## config.mk

```make
export PLATFORM = sky130hd
export DESIGN_NAME = lpm_entry_ctrl
export DESIGN_NICKNAME = d
export VERILOG_FILES = /design/src/rtl/lpm_entry_pkg.sv /design/src/rtl/lpm_pend_detect.sv /design/src/rtl/lpm_unlock_seq.sv /design/src/rtl/lpm_mode_fsm.sv /design/src/rtl/lpm_entry_ctrl.sv
export SDC_FILE = /design/constraint.sdc
export NUM_CORES = 1
export LEC_CHECK = 0
export BUFFER_PORTS_ARGS = -buffer_cell sky130_fd_sc_hd__buf_2
export CAP_MARGIN = 10
export CORE_MARGIN = 5
export CORE_UTILIZATION = 42
export CTS_CLUSTER_DIAMETER = 120
export DETAILED_ROUTE_END_ITERATION = 8
export PLACE_DENSITY = 0.84
export SLEW_MARGIN = 10
export SYNTH_ARGS = -nofsm -noshare
export SYNTH_HDL_FRONTEND = slang
export SYNTH_SLANG_ARGS = --single-unit
```

## constraint.sdc

```tcl
create_clock -name clk -period 2.62 [get_ports clk]
set_input_delay 0.393 -clock clk [delete_from_list [all_inputs] [get_ports clk]]
set_output_delay 0.393 -clock clk [all_outputs]
set_load 0.02 [all_outputs]
```

## src/rtl/lpm_entry_pkg.sv

```systemverilog
package lpm_entry_pkg;
   localparam int unsigned REQ_W     = 4;
   localparam int unsigned BIT_HALT  = 0;
   localparam int unsigned BIT_STOP  = 1;
   localparam int unsigned BIT_HHALT = 2;
   localparam int unsigned BIT_DSTOP = 3;

   typedef enum logic [2:0] {
      LPM_RUN   = 3'd0,
      LPM_HALT  = 3'd1,
      LPM_STOP  = 3'd2,
      LPM_HHALT = 3'd3,
      LPM_DSTOP = 3'd4
   } lpm_mode_e;

   typedef enum logic [1:0] {
      KEY_IDLE  = 2'd0,
      KEY_HALF  = 2'd1,
      KEY_ARMED = 2'd2
   } key_stage_e;

   function automatic lpm_mode_e req_decode(input logic [REQ_W-1:0] r);
      if (r[BIT_DSTOP])      return LPM_DSTOP;
      else if (r[BIT_HHALT]) return LPM_HHALT;
      else if (r[BIT_STOP])  return LPM_STOP;
      else if (r[BIT_HALT])  return LPM_HALT;
      else                   return LPM_RUN;
   endfunction

   function automatic logic is_stop_kind(input logic [REQ_W-1:0] r);
      return r[BIT_STOP] | r[BIT_DSTOP];
   endfunction
endpackage

```

## src/rtl/lpm_pend_detect.sv

```systemverilog
module lpm_pend_detect #(
   parameter int unsigned NUM_IRQ = 16
) (
   input  logic [NUM_IRQ-1:0] irq_en,
   input  logic [NUM_IRQ-1:0] irq_req,
   output logic               pending
);
   logic [NUM_IRQ-1:0] hit;

   for (genvar i = 0; i < NUM_IRQ; i++) begin : g_line
      assign hit[i] = irq_en[i] & irq_req[i];
   end

   assign pending = |hit;
endmodule

```

## src/rtl/lpm_unlock_seq.sv

```systemverilog
module lpm_unlock_seq #(
   parameter int unsigned     KEY_W      = 8,
   parameter logic [KEY_W-1:0] KEY_FIRST  = 8'h5A,
   parameter logic [KEY_W-1:0] KEY_SECOND = 8'hA5
) (
   input  logic             clk,
   input  logic             rst_n,
   input  logic             wr_key,
   input  logic [KEY_W-1:0] key_data,
   input  logic             pending,
   input  logic             consume,
   output logic             armed
);
   import lpm_entry_pkg::*;

   key_stage_e stage_q;

   always_ff @(posedge clk or negedge rst_n) begin
      if (!rst_n) begin
         stage_q <= KEY_IDLE;
      end else if (consume) begin
         stage_q <= KEY_IDLE;
      end else if (wr_key && !pending) begin
         if (stage_q == KEY_HALF && key_data == KEY_SECOND) stage_q <= KEY_ARMED;
         else if (key_data == KEY_FIRST)                    stage_q <= KEY_HALF;
         else                                                stage_q <= KEY_IDLE;
      end
   end

   assign armed = (stage_q == KEY_ARMED);
endmodule

```

## src/rtl/lpm_mode_fsm.sv

```systemverilog
module lpm_mode_fsm
   import lpm_entry_pkg::*;
(
   input  logic             clk,
   input  logic             rst_n,
   input  logic             wr_mode,
   input  logic [REQ_W-1:0] wr_bits,
   input  logic             pending,
   input  logic             armed,
   input  logic             mie,
   output lpm_mode_e        mode_q,
   output logic [REQ_W-1:0] req_q,
   output logic             wake_q,
   output logic             vec_q,
   output logic             stop_take
);
   logic in_run, single, stop_kind, accept;

   always_comb begin
      in_run    = (mode_q == LPM_RUN);
      single    = $onehot(wr_bits);
      stop_kind = is_stop_kind(wr_bits);
      accept    = wr_mode & in_run & single & ~pending & (~stop_kind | armed);
      stop_take = accept & stop_kind;
   end

   always_ff @(posedge clk or negedge rst_n) begin
      if (!rst_n) begin
         mode_q <= LPM_RUN;
         req_q  <= '0;
         wake_q <= 1'b0;
         vec_q  <= 1'b0;
      end else begin
         wake_q <= 1'b0;
         vec_q  <= 1'b0;
         if (in_run) begin
            if (accept) begin
               mode_q <= req_decode(wr_bits);
               req_q  <= wr_bits;
            end
         end else if (pending) begin
            mode_q <= LPM_RUN;
            req_q  <= '0;
            wake_q <= 1'b1;
            vec_q  <= mie;
         end
      end
   end
endmodule

```

## src/rtl/lpm_entry_ctrl.sv

```systemverilog
module lpm_entry_ctrl #(
   parameter int unsigned      NUM_IRQ    = 16,
   parameter int unsigned      DATA_W     = 8,
   parameter int unsigned      KEY_W      = 8,
   parameter logic [KEY_W-1:0] KEY_FIRST  = 8'h5A,
   parameter logic [KEY_W-1:0] KEY_SECOND = 8'hA5
) (
   input  logic               clk,
   input  logic               rst_n,
   input  logic               wr_en,
   input  logic               wr_addr,
   input  logic [DATA_W-1:0]  wr_data,
   input  logic [NUM_IRQ-1:0] irq_en,
   input  logic [NUM_IRQ-1:0] irq_req,
   input  logic               mie,
   output logic [2:0]         gate_mode,
   output logic [3:0]         mode_rd,
   output logic               wake_pulse,
   output logic               vec_req
);
   import lpm_entry_pkg::*;

   localparam logic ADDR_MODE = 1'b0;
   localparam logic ADDR_KEY  = 1'b1;

   if (NUM_IRQ < 1) begin : g_bad_irq
      $error("lpm_entry_ctrl: NUM_IRQ must be at least 1");
   end
   if (DATA_W < KEY_W || DATA_W < REQ_W) begin : g_bad_width
      $error("lpm_entry_ctrl: DATA_W too narrow for key or request field");
   end
   if (KEY_FIRST == KEY_SECOND) begin : g_bad_key
      $error("lpm_entry_ctrl: the two key bytes must differ");
   end

   logic       pending, armed, stop_take, in_run;
   logic       wr_mode, wr_key;
   lpm_mode_e  mode_q;
   logic [REQ_W-1:0] req_q;
   logic [DATA_W-1:0] data_unused;

   assign in_run  = (mode_q == LPM_RUN);
   assign wr_mode = wr_en & in_run & (wr_addr == ADDR_MODE);
   assign wr_key  = wr_en & in_run & (wr_addr == ADDR_KEY);
   assign data_unused = wr_data;

   lpm_pend_detect #(.NUM_IRQ(NUM_IRQ)) u_pend (
      .irq_en  (irq_en),
      .irq_req (irq_req),
      .pending (pending)
   );

   lpm_unlock_seq #(
      .KEY_W      (KEY_W),
      .KEY_FIRST  (KEY_FIRST),
      .KEY_SECOND (KEY_SECOND)
   ) u_unlock (
      .clk      (clk),
      .rst_n    (rst_n),
      .wr_key   (wr_key),
      .key_data (data_unused[KEY_W-1:0]),
      .pending  (pending),
      .consume  (stop_take),
      .armed    (armed)
   );

   lpm_mode_fsm u_fsm (
      .clk       (clk),
      .rst_n     (rst_n),
      .wr_mode   (wr_mode),
      .wr_bits   (data_unused[REQ_W-1:0]),
      .pending   (pending),
      .armed     (armed),
      .mie       (mie),
      .mode_q    (mode_q),
      .req_q     (req_q),
      .wake_q    (wake_pulse),
      .vec_q     (vec_req),
      .stop_take (stop_take)
   );

   assign gate_mode = mode_q;
   assign mode_rd   = req_q;
endmodule

```

==> summary.txt, run 1 <==
Synthesis
  – Cell taking the most area after synthesis: dfrtp_1
  – Async SR Flop Fraction: 1.00
  – Syn Inst Count: 69
  – Ys Warns: 0
  – Main combinational cell family by area after synthesis: compound AO/OA/AOI/OAI gates
  – Most common cell in the netlist: dfrtp_1
  – Post-synth EDFFs: 0
  – Post-Synthesis Net Count: 122
  – Post-synth top cells: dfrtp_1, inv_1, a22o_1, ha_1
  – Post-Synth Adder-Cell Area: 0.152
  – Top FF cell, synth: dfrtp_1
  – Average size of a mapped cell: between 10 and 15 um^2
  – Main area contributors after synthesis: dfrtp_1, ha_1, a22o_1, a221oi_1, inv_1
  – Seq cells post-synth: 10
  – Netlist Area Pre-Place: 709 um^2
  – Post-synthesis mux area share: 0.0282
  – Synth Area in Compound Gates: 0.210
  – Seq/Total Area, Yosys: 0.353
  – Area share of the largest cell type after synthesis: 0.353
  – Synth Area in Simple Gates: 0.198
  – Synth cell types: 27
  – Post-Synth XOR/XNOR Area: 0

Global route
  – Antenna violations before repair: 0
  – Total global-route track usage: 0.187
  – Vias in the first global route: 850
  – First-pass GRT wire length: 3.59 mm
  – Largest net degree at the start of global routing: 11
  – Final global-route overflow total: 0

Timing
  – Post-Route Setup TNS: 0 ps
  – Final Worst Setup Slack: approximately 22 ps
  – RSZ-0062 raised after global routing: no
  – Worst slew pin tran: roughly 370 ps
  – Slew HR: 0.751
  – Final Hold Fails: 0
  – Crit share post-route: 0.992
  – Max Fclk: between 0.3 and 0.4 GHz
  – Final Max Slew Viols: 0
  – Clk_skew: 6.81 ps
  – Final setup viols: 0
  – Fin crit period: approximately 2600 ps

Detailed routing
  – Drt drc: 0
  – Via/cell ratio: 5.47
  – DRT antenna net count: 0
  – DR WL/cell: between 15 and 20 um
  – Initial DRT Pass Iterations: 5
  – Drt total wl: between 2 and 2.5 mm
  – Vias: just under 800
  – First DRT Iteration DRCs: 2

Floorplan
  – Io pins: 54
  – Core area: ~0.0016 mm^2
  – # rows: 14
  – DIE HEIGHT: 51.1 um
  – Initial Utilization: 0.455
  – Die X-Extent: a little over 50 um
  – Die ar.: around 0.0026 mm^2

Worst setup path
  – Crit-path max cell delay: roughly 540 ps
  – Slowest-stage cell, CP: or4b_4
  – WP data arrival: approximately 2800 ps
  – Crit end category: flop
  – Critical path type: in2reg
  – Reg2Reg Launch Point: u_fsm.mode_q[1]
  – Peak fanout along the critical path: 3
  – CP cell instances: buf_2 -> inv_1 -> ha_1 -> inv_1 -> ha_1 -> fa_1 -> or4b_4 -> or3_4 -> a211oi_1 -> o21a_1
  – Worst EP required: about 2800 ps
  – Setup crit start kind: primary input
  – Crit path launch: wr_data[2]

Run
  – Max-Cap Viols: 0

Cells and area
  – Nets@finish: approximately 180
  – Share of cells above drive strength 1: 0.496
  – ANT cells: 0
  – FILL cells: 137
  – Area Growth Syn to Fin: 48.3%

Hold path
  – Hold path start: mie
  – Hold Crit Class: in2reg

Pwr
  – Peak supply drop: about 0.24 mV
  – Total Power: 356 uW
  – Lkg Pwr: between 0.6 and 0.7 nW
  – Power Density: roughly 340 mW/mm^2

Clocking
  – Clk Latency, worst-skew pair: ~270 ps
  – Deepest clock path buffer count: 2
  – Clock slew at reported path FFs: 60 ps
  – H-tree levels: 1
  – Clk root buf: clkbuf_4
  – TritonCTS buffer count: 3
  – CTS tree: done
  – Clock sinks: 10

Place
  – Dpl ws: -207 ps
  – RePlAce Congestion: around 0.86
  – DP HPWL: between 1.5 and 2 mm
  – Port bufs: 53

Outcome
  – Status: completed
==> worst paths after layout <==
| path | endpoint | slack, ps | cells past startpoint |
|---|---|---|---|
| max in group asynchronous | u_fsm.mode_q[1] | 1900 | 2 |
| worst max register to register | u_fsm.mode_q[1] | 840 | 5 |
| worst max-delay path | u_fsm.mode_q[1] | 20 | 10 |
| min in group asynchronous | u_unlock.stage_q[0] | 520 | 2 |
| worst min register to register | u_fsm.req_q[2] | 520 | 1 |
| worst min-delay path | u_fsm.vec_q | 340 | 2 |
==> stage by stage <==
step,cell area (um^2),utilization,instances,hold slack [ps]
after global routing,1050,0.675,145,335
after floorplan,709,-,69,97.4
final,1050,0.675,145,340
after detailed placement,1020,0.654,141,266
after CTS,1050,0.675,145,342
after global placement,1020,0.654,141,263
==> flip-flops by register name, indices dropped and copies added (netlist names) <==
name and flops:
u_fsm.mode_q 2, u_fsm.wake_q 1, u_unlock.stage_q 2, u_fsm.vec_q 1, u_fsm.req_q 4
==> critical path: cells and delay by family <==
| family | cells | cell delay (ps) |
|---|---|---|
| adder cells (fa/ha/maj) | 3 | 920 |
| buffers and inverters | 3 | 180 |
| AND/OR/NAND/NOR | 2 | 930 |
| AO/OA/AOI/OAI | 2 | 380 |
==> layout make-up <==
cell class | instances | area [um^2] | area share
clock buffer | 3 | 22.5 | 0.0214
inverter | 8 | 30.0 | 0.0285
multi-input combinational | 49 | 417 | 0.396
sequential | 10 | 250 | 0.238
tap | 16 | 20.0 | 0.0190
timing repair buffer | 59 | 313 | 0.297
==> kinds of logic after synthesis <==
kind of cell,count (synthesis)
simple gates,21
compound gates,18
buf+inv,10
flops,10
fa+ha+maj,8
mux,2
==> power by group <==
group	total, mW	switching (mW)	internal (mW)
Clock	0.108	0.0550	0.0532
Sequential	0.159	0.00199	0.157
Combinational	0.0884	0.0383	0.0501
==> routing by layer <==
metal	track usage	vias to the layer above	routed length, um
met3	0.0640	7	171
met5	0	-	0
met1	0.193	360	834
met2	0.339	44	1220
li1	-	382	-
met4	0.0807	0	42
==> cell usage in the layout, fill, tap and decap left out, drive strengths merged, types with 2 or more instances in the layout <==
cell | Yosys | final
buf | 2 | 58
dfrtp | 10 | 10
inv | 8 | 8
a22o | 7 | 7
ha | 7 | 7
a221oi | 4 | 4
nor2 | 4 | 4
nor3 | 4 | 4
o21a | 3 | 3
clkbuf | 0 | 3
and2 | 2 | 2
mux2i | 2 | 2
nand3 | 2 | 2
nand4 | 2 | 2
==> what timing repair did <==
action	4_1_cts	5_1_grt
setup buffers	0	0
endpoints found under the hold margin	10	0
gates resized for setup	0	0
hold buffers	1	0
(Power assumes the default switching activity.)
==> run 2, diff against run 1 <==
--- a/config.mk
+++ b/config.mk
@@ -6,13 +6,12 @@
 export NUM_CORES = 1
 export LEC_CHECK = 0
 export BUFFER_PORTS_ARGS = -buffer_cell sky130_fd_sc_hd__buf_2
-export CAP_MARGIN = 10
+export CAP_MARGIN = 20
 export CORE_MARGIN = 5
 export CORE_UTILIZATION = 42
 export CTS_CLUSTER_DIAMETER = 120
 export DETAILED_ROUTE_END_ITERATION = 8
-export PLACE_DENSITY = 0.84
-export SLEW_MARGIN = 10
+export PLACE_DENSITY = 0.91
 export SYNTH_ARGS = -nofsm -noshare
 export SYNTH_HDL_FRONTEND = slang
 export SYNTH_SLANG_ARGS = --single-unit
==> summary.txt, run 2 (same netlist as run 1, synthesis figures left out) <==
Outcome
  – Status: completed (unchanged)

Timing
  – Clk_skew: 0.610 ps (was 6.81 ps)
  – Final Worst Setup Slack: 107 ps (was 22.2 ps)
  – Final setup viols: 0 (unchanged)
  – Final hold slack: 343 ps (was 340 ps)
  – Max Fclk: 0.398 GHz (was 0.385 GHz)
  – Slew HR: 0.737 (was 0.751)
  – Worst slew pin tran: 393 ps (was 372 ps)
  – Post-Route Setup TNS: 0 ps (unchanged)
  – Final Max Slew Viols: 0 (unchanged)
  – RSZ-0062 raised after global routing: no (unchanged)
  – Final Hold Fails: 0 (unchanged)
  – Crit share post-route: 0.959 (was 0.992)
  – Fin crit period: 2510 ps (was 2600 ps)

Pwr
  – Flop pwr share: 0.454 (was 0.447)
  – Lkg Pwr: 0.612 nW (was 0.611 nW)
  – Internal power: 260 uW (about the same)
  – NetSw: 90.3 uW (was 95.3 uW)
  – Power Density: 331 mW/mm^2 (was 338 mW/mm^2)
  – Comb power frac: 0.251 (was 0.249)
  – Total Power: 350 uW (was 356 uW)
  – Clk pwr share: 0.295 (was 0.304)
  – Peak supply drop: 0.186 mV (was 0.240 mV)
  – Sw Ratio: 0.258 (was 0.268)

Floorplan
  – Core area: 0.00156 mm^2 (unchanged)
  – DIE HEIGHT: 51.1 um (unchanged)
  – # rows: 14 (unchanged)
  – Initial Utilization: 0.455 (unchanged)
  – Io pins: 54 (unchanged)
  – Die ar.: 0.00261 mm^2 (unchanged)
  – Die X-Extent: 51.1 um (unchanged)

Cells and area
  – Share of cells above drive strength 1: 0.504 (was 0.496)
  – Biggest register: u_fsm.req_q (unchanged)
  – Most frequent cells in the layout: buf_2, dfrtp_1, inv_1, a22o_1, ha_1 (unchanged)
  – Biggest regs: u_fsm.req_q: 4 flops, u_fsm.mode_q: 2 flops, u_unlock.stage_q: 2 flops (unchanged)
  – Largest register FFs: 4 (unchanged)
  – Area Growth Syn to Fin: 49.0% (was 48.3%)
  – Fin util: 0.678 (was 0.675)
  – FILL cells: 132 (was 137)
  – ANT cells: 0 (unchanged)
  – Post-Layout Cell Count: 145 (unchanged)
  – Most common library cell in the layout ignoring fill and taps: buf_2 (unchanged)
  – Nets@finish: 184 (unchanged)
  – Fin area: 0.00106 mm^2 (was 0.00105 mm^2)

Hold path
  – Hold Crit Class: in2reg (unchanged)
  – Hold depth: 2 (unchanged)
  – Hold path start: mie (unchanged)
  – Hold EP: u_fsm.vec_q (unchanged)

Worst setup path
  – Reg2Reg Launch Point: u_fsm.mode_q[1] (unchanged)
  – Worst EP required: 2820 ps (was 2830 ps)
  – Critical path type: in2reg (unchanged)
  – Reg2reg path depth: 5 (unchanged)
  – WP data arrival: 2710 ps (was 2800 ps)
  – Setup crit start kind: primary input (unchanged)
  – Crit end category: flop (unchanged)
  – Peak fanout along the critical path: 3 (unchanged)
  – Reg-to-reg critical path endpoint: u_fsm.mode_q[0] (was u_fsm.mode_q[1])
  – R2R setup slack: 910 ps (was 840 ps)

Global route
  – Largest net degree at the start of global routing: 11 (unchanged)
  – Final global-route overflow total: 0 (unchanged)
  – First-pass GRT wire length: 3.39 mm (was 3.59 mm)
  – Antenna violations before repair: 0 (unchanged)
  – Vias in the first global route: 854 (was 850)
  – Total global-route track usage: 0.169 (was 0.187)

Clocking
  – Deepest clock path buffer count: 2 (unchanged)
  – Clk root buf: clkbuf_4 (unchanged)
  – Clk Latency, worst-skew pair: 250 ps (was 270 ps)
  – TritonCTS buffer count: 3 (unchanged)
  – Postcts setup bufs: 0 (unchanged)
  – CTS tree: done (unchanged)
  – H-tree levels: 1 (unchanged)
  – Clock slew at reported path FFs: 70 ps (was 60 ps)
  – Clock sinks: 10 (unchanged)

Place
  – Area post-placement: 0.00102 mm^2 (unchanged)
  – DP HPWL: 1.83 mm (was 1.89 mm)
  – RePlAce Congestion: 0.877 (was 0.864)
  – Port bufs: 53 (unchanged)
  – Dpl ws: -202 ps (was -207 ps)
  – Post-Place Cells: 141 (unchanged)

Detailed routing
  – Initial DRT Pass Iterations: 4 (was 5)
  – Via/cell ratio: 5.46 (was 5.47)
  – Vias: 791 (was 793)
  – DRT antenna net count: 0 (unchanged)
  – Drt total wl: 2.08 mm (was 2.27 mm)
  – First DRT Iteration DRCs: 11 (was 2)
  – Drt drc: 0 (unchanged)
  – DR WL/cell: 14.3 um (was 15.6 um)

Run
  – Max-Cap Viols: 0 (unchanged)
run 2: cell type report:
cell class,instances,area [um^2],share of cell area
multi-input cells,49,422,0.399
repair buffers,59,313,0.296
flip-flops and latches,10,250,0.237
inverters,8,30.0,0.0284
clock buffers,3,22.5,0.0213
well taps,16,20.0,0.0189
run 2: timing repair:
action,in CTS,in global routing
resized for setup,0,1
hold buffers,1,0
hold endpoints to repair,10,0
setup endpoints to repair,0,1
run 2: power groups by stage:
| stage | Clock [mW] | Sequential, mW | Combinational (mW) |
|---|---|---|---|
| finish | 0.103 | 0.159 | 0.0877 |
| global route | 0.114 | 0.159 | 0.0993 |
| CTS | 0.107 | 0.159 | 0.0882 |
| detailed placement | 0 | 0.162 | 0.0868 |
| global placement | 0 | 0.162 | 0.0815 |
| floorplan | 0 | 0.162 | 0.0316 |
run 2: worst max-delay path by stage:
stage	slack, ps	start	to	depth (start not counted)
6_report	110	wr_data[2]	u_fsm.mode_q[0]	10
5_1_grt	30	wr_data[2]	u_fsm.req_q[1]	10
4_1_cts	60	wr_data[2]	u_fsm.mode_q[1]	10
3_5_place_dp	-200	wr_data[2]	u_fsm.mode_q[1]	10
3_3_place_gp	-110	wr_data[2]	u_fsm.mode_q[1]	10
2_1_floorplan	30	wr_data[2]	u_fsm.mode_q[1]	9
run 2: metal layers:
metal,GRT usage,share of wire,vias up
li1,-,-,381
met2,0.322,0.51,47
met4,0.0493,0,0
met5,0,0,-
met3,0.0552,0.11,0
met1,0.174,0.38,363
run 2: worst max-delay path, stage by stage:
cell,delay [ps]
buf_2,90
inv_1,50
ha_1,270
inv_1,40
ha_1,200
fa_1,440
or4b_4,540
or3_4,400
nor3_1,170
o21a_1,120
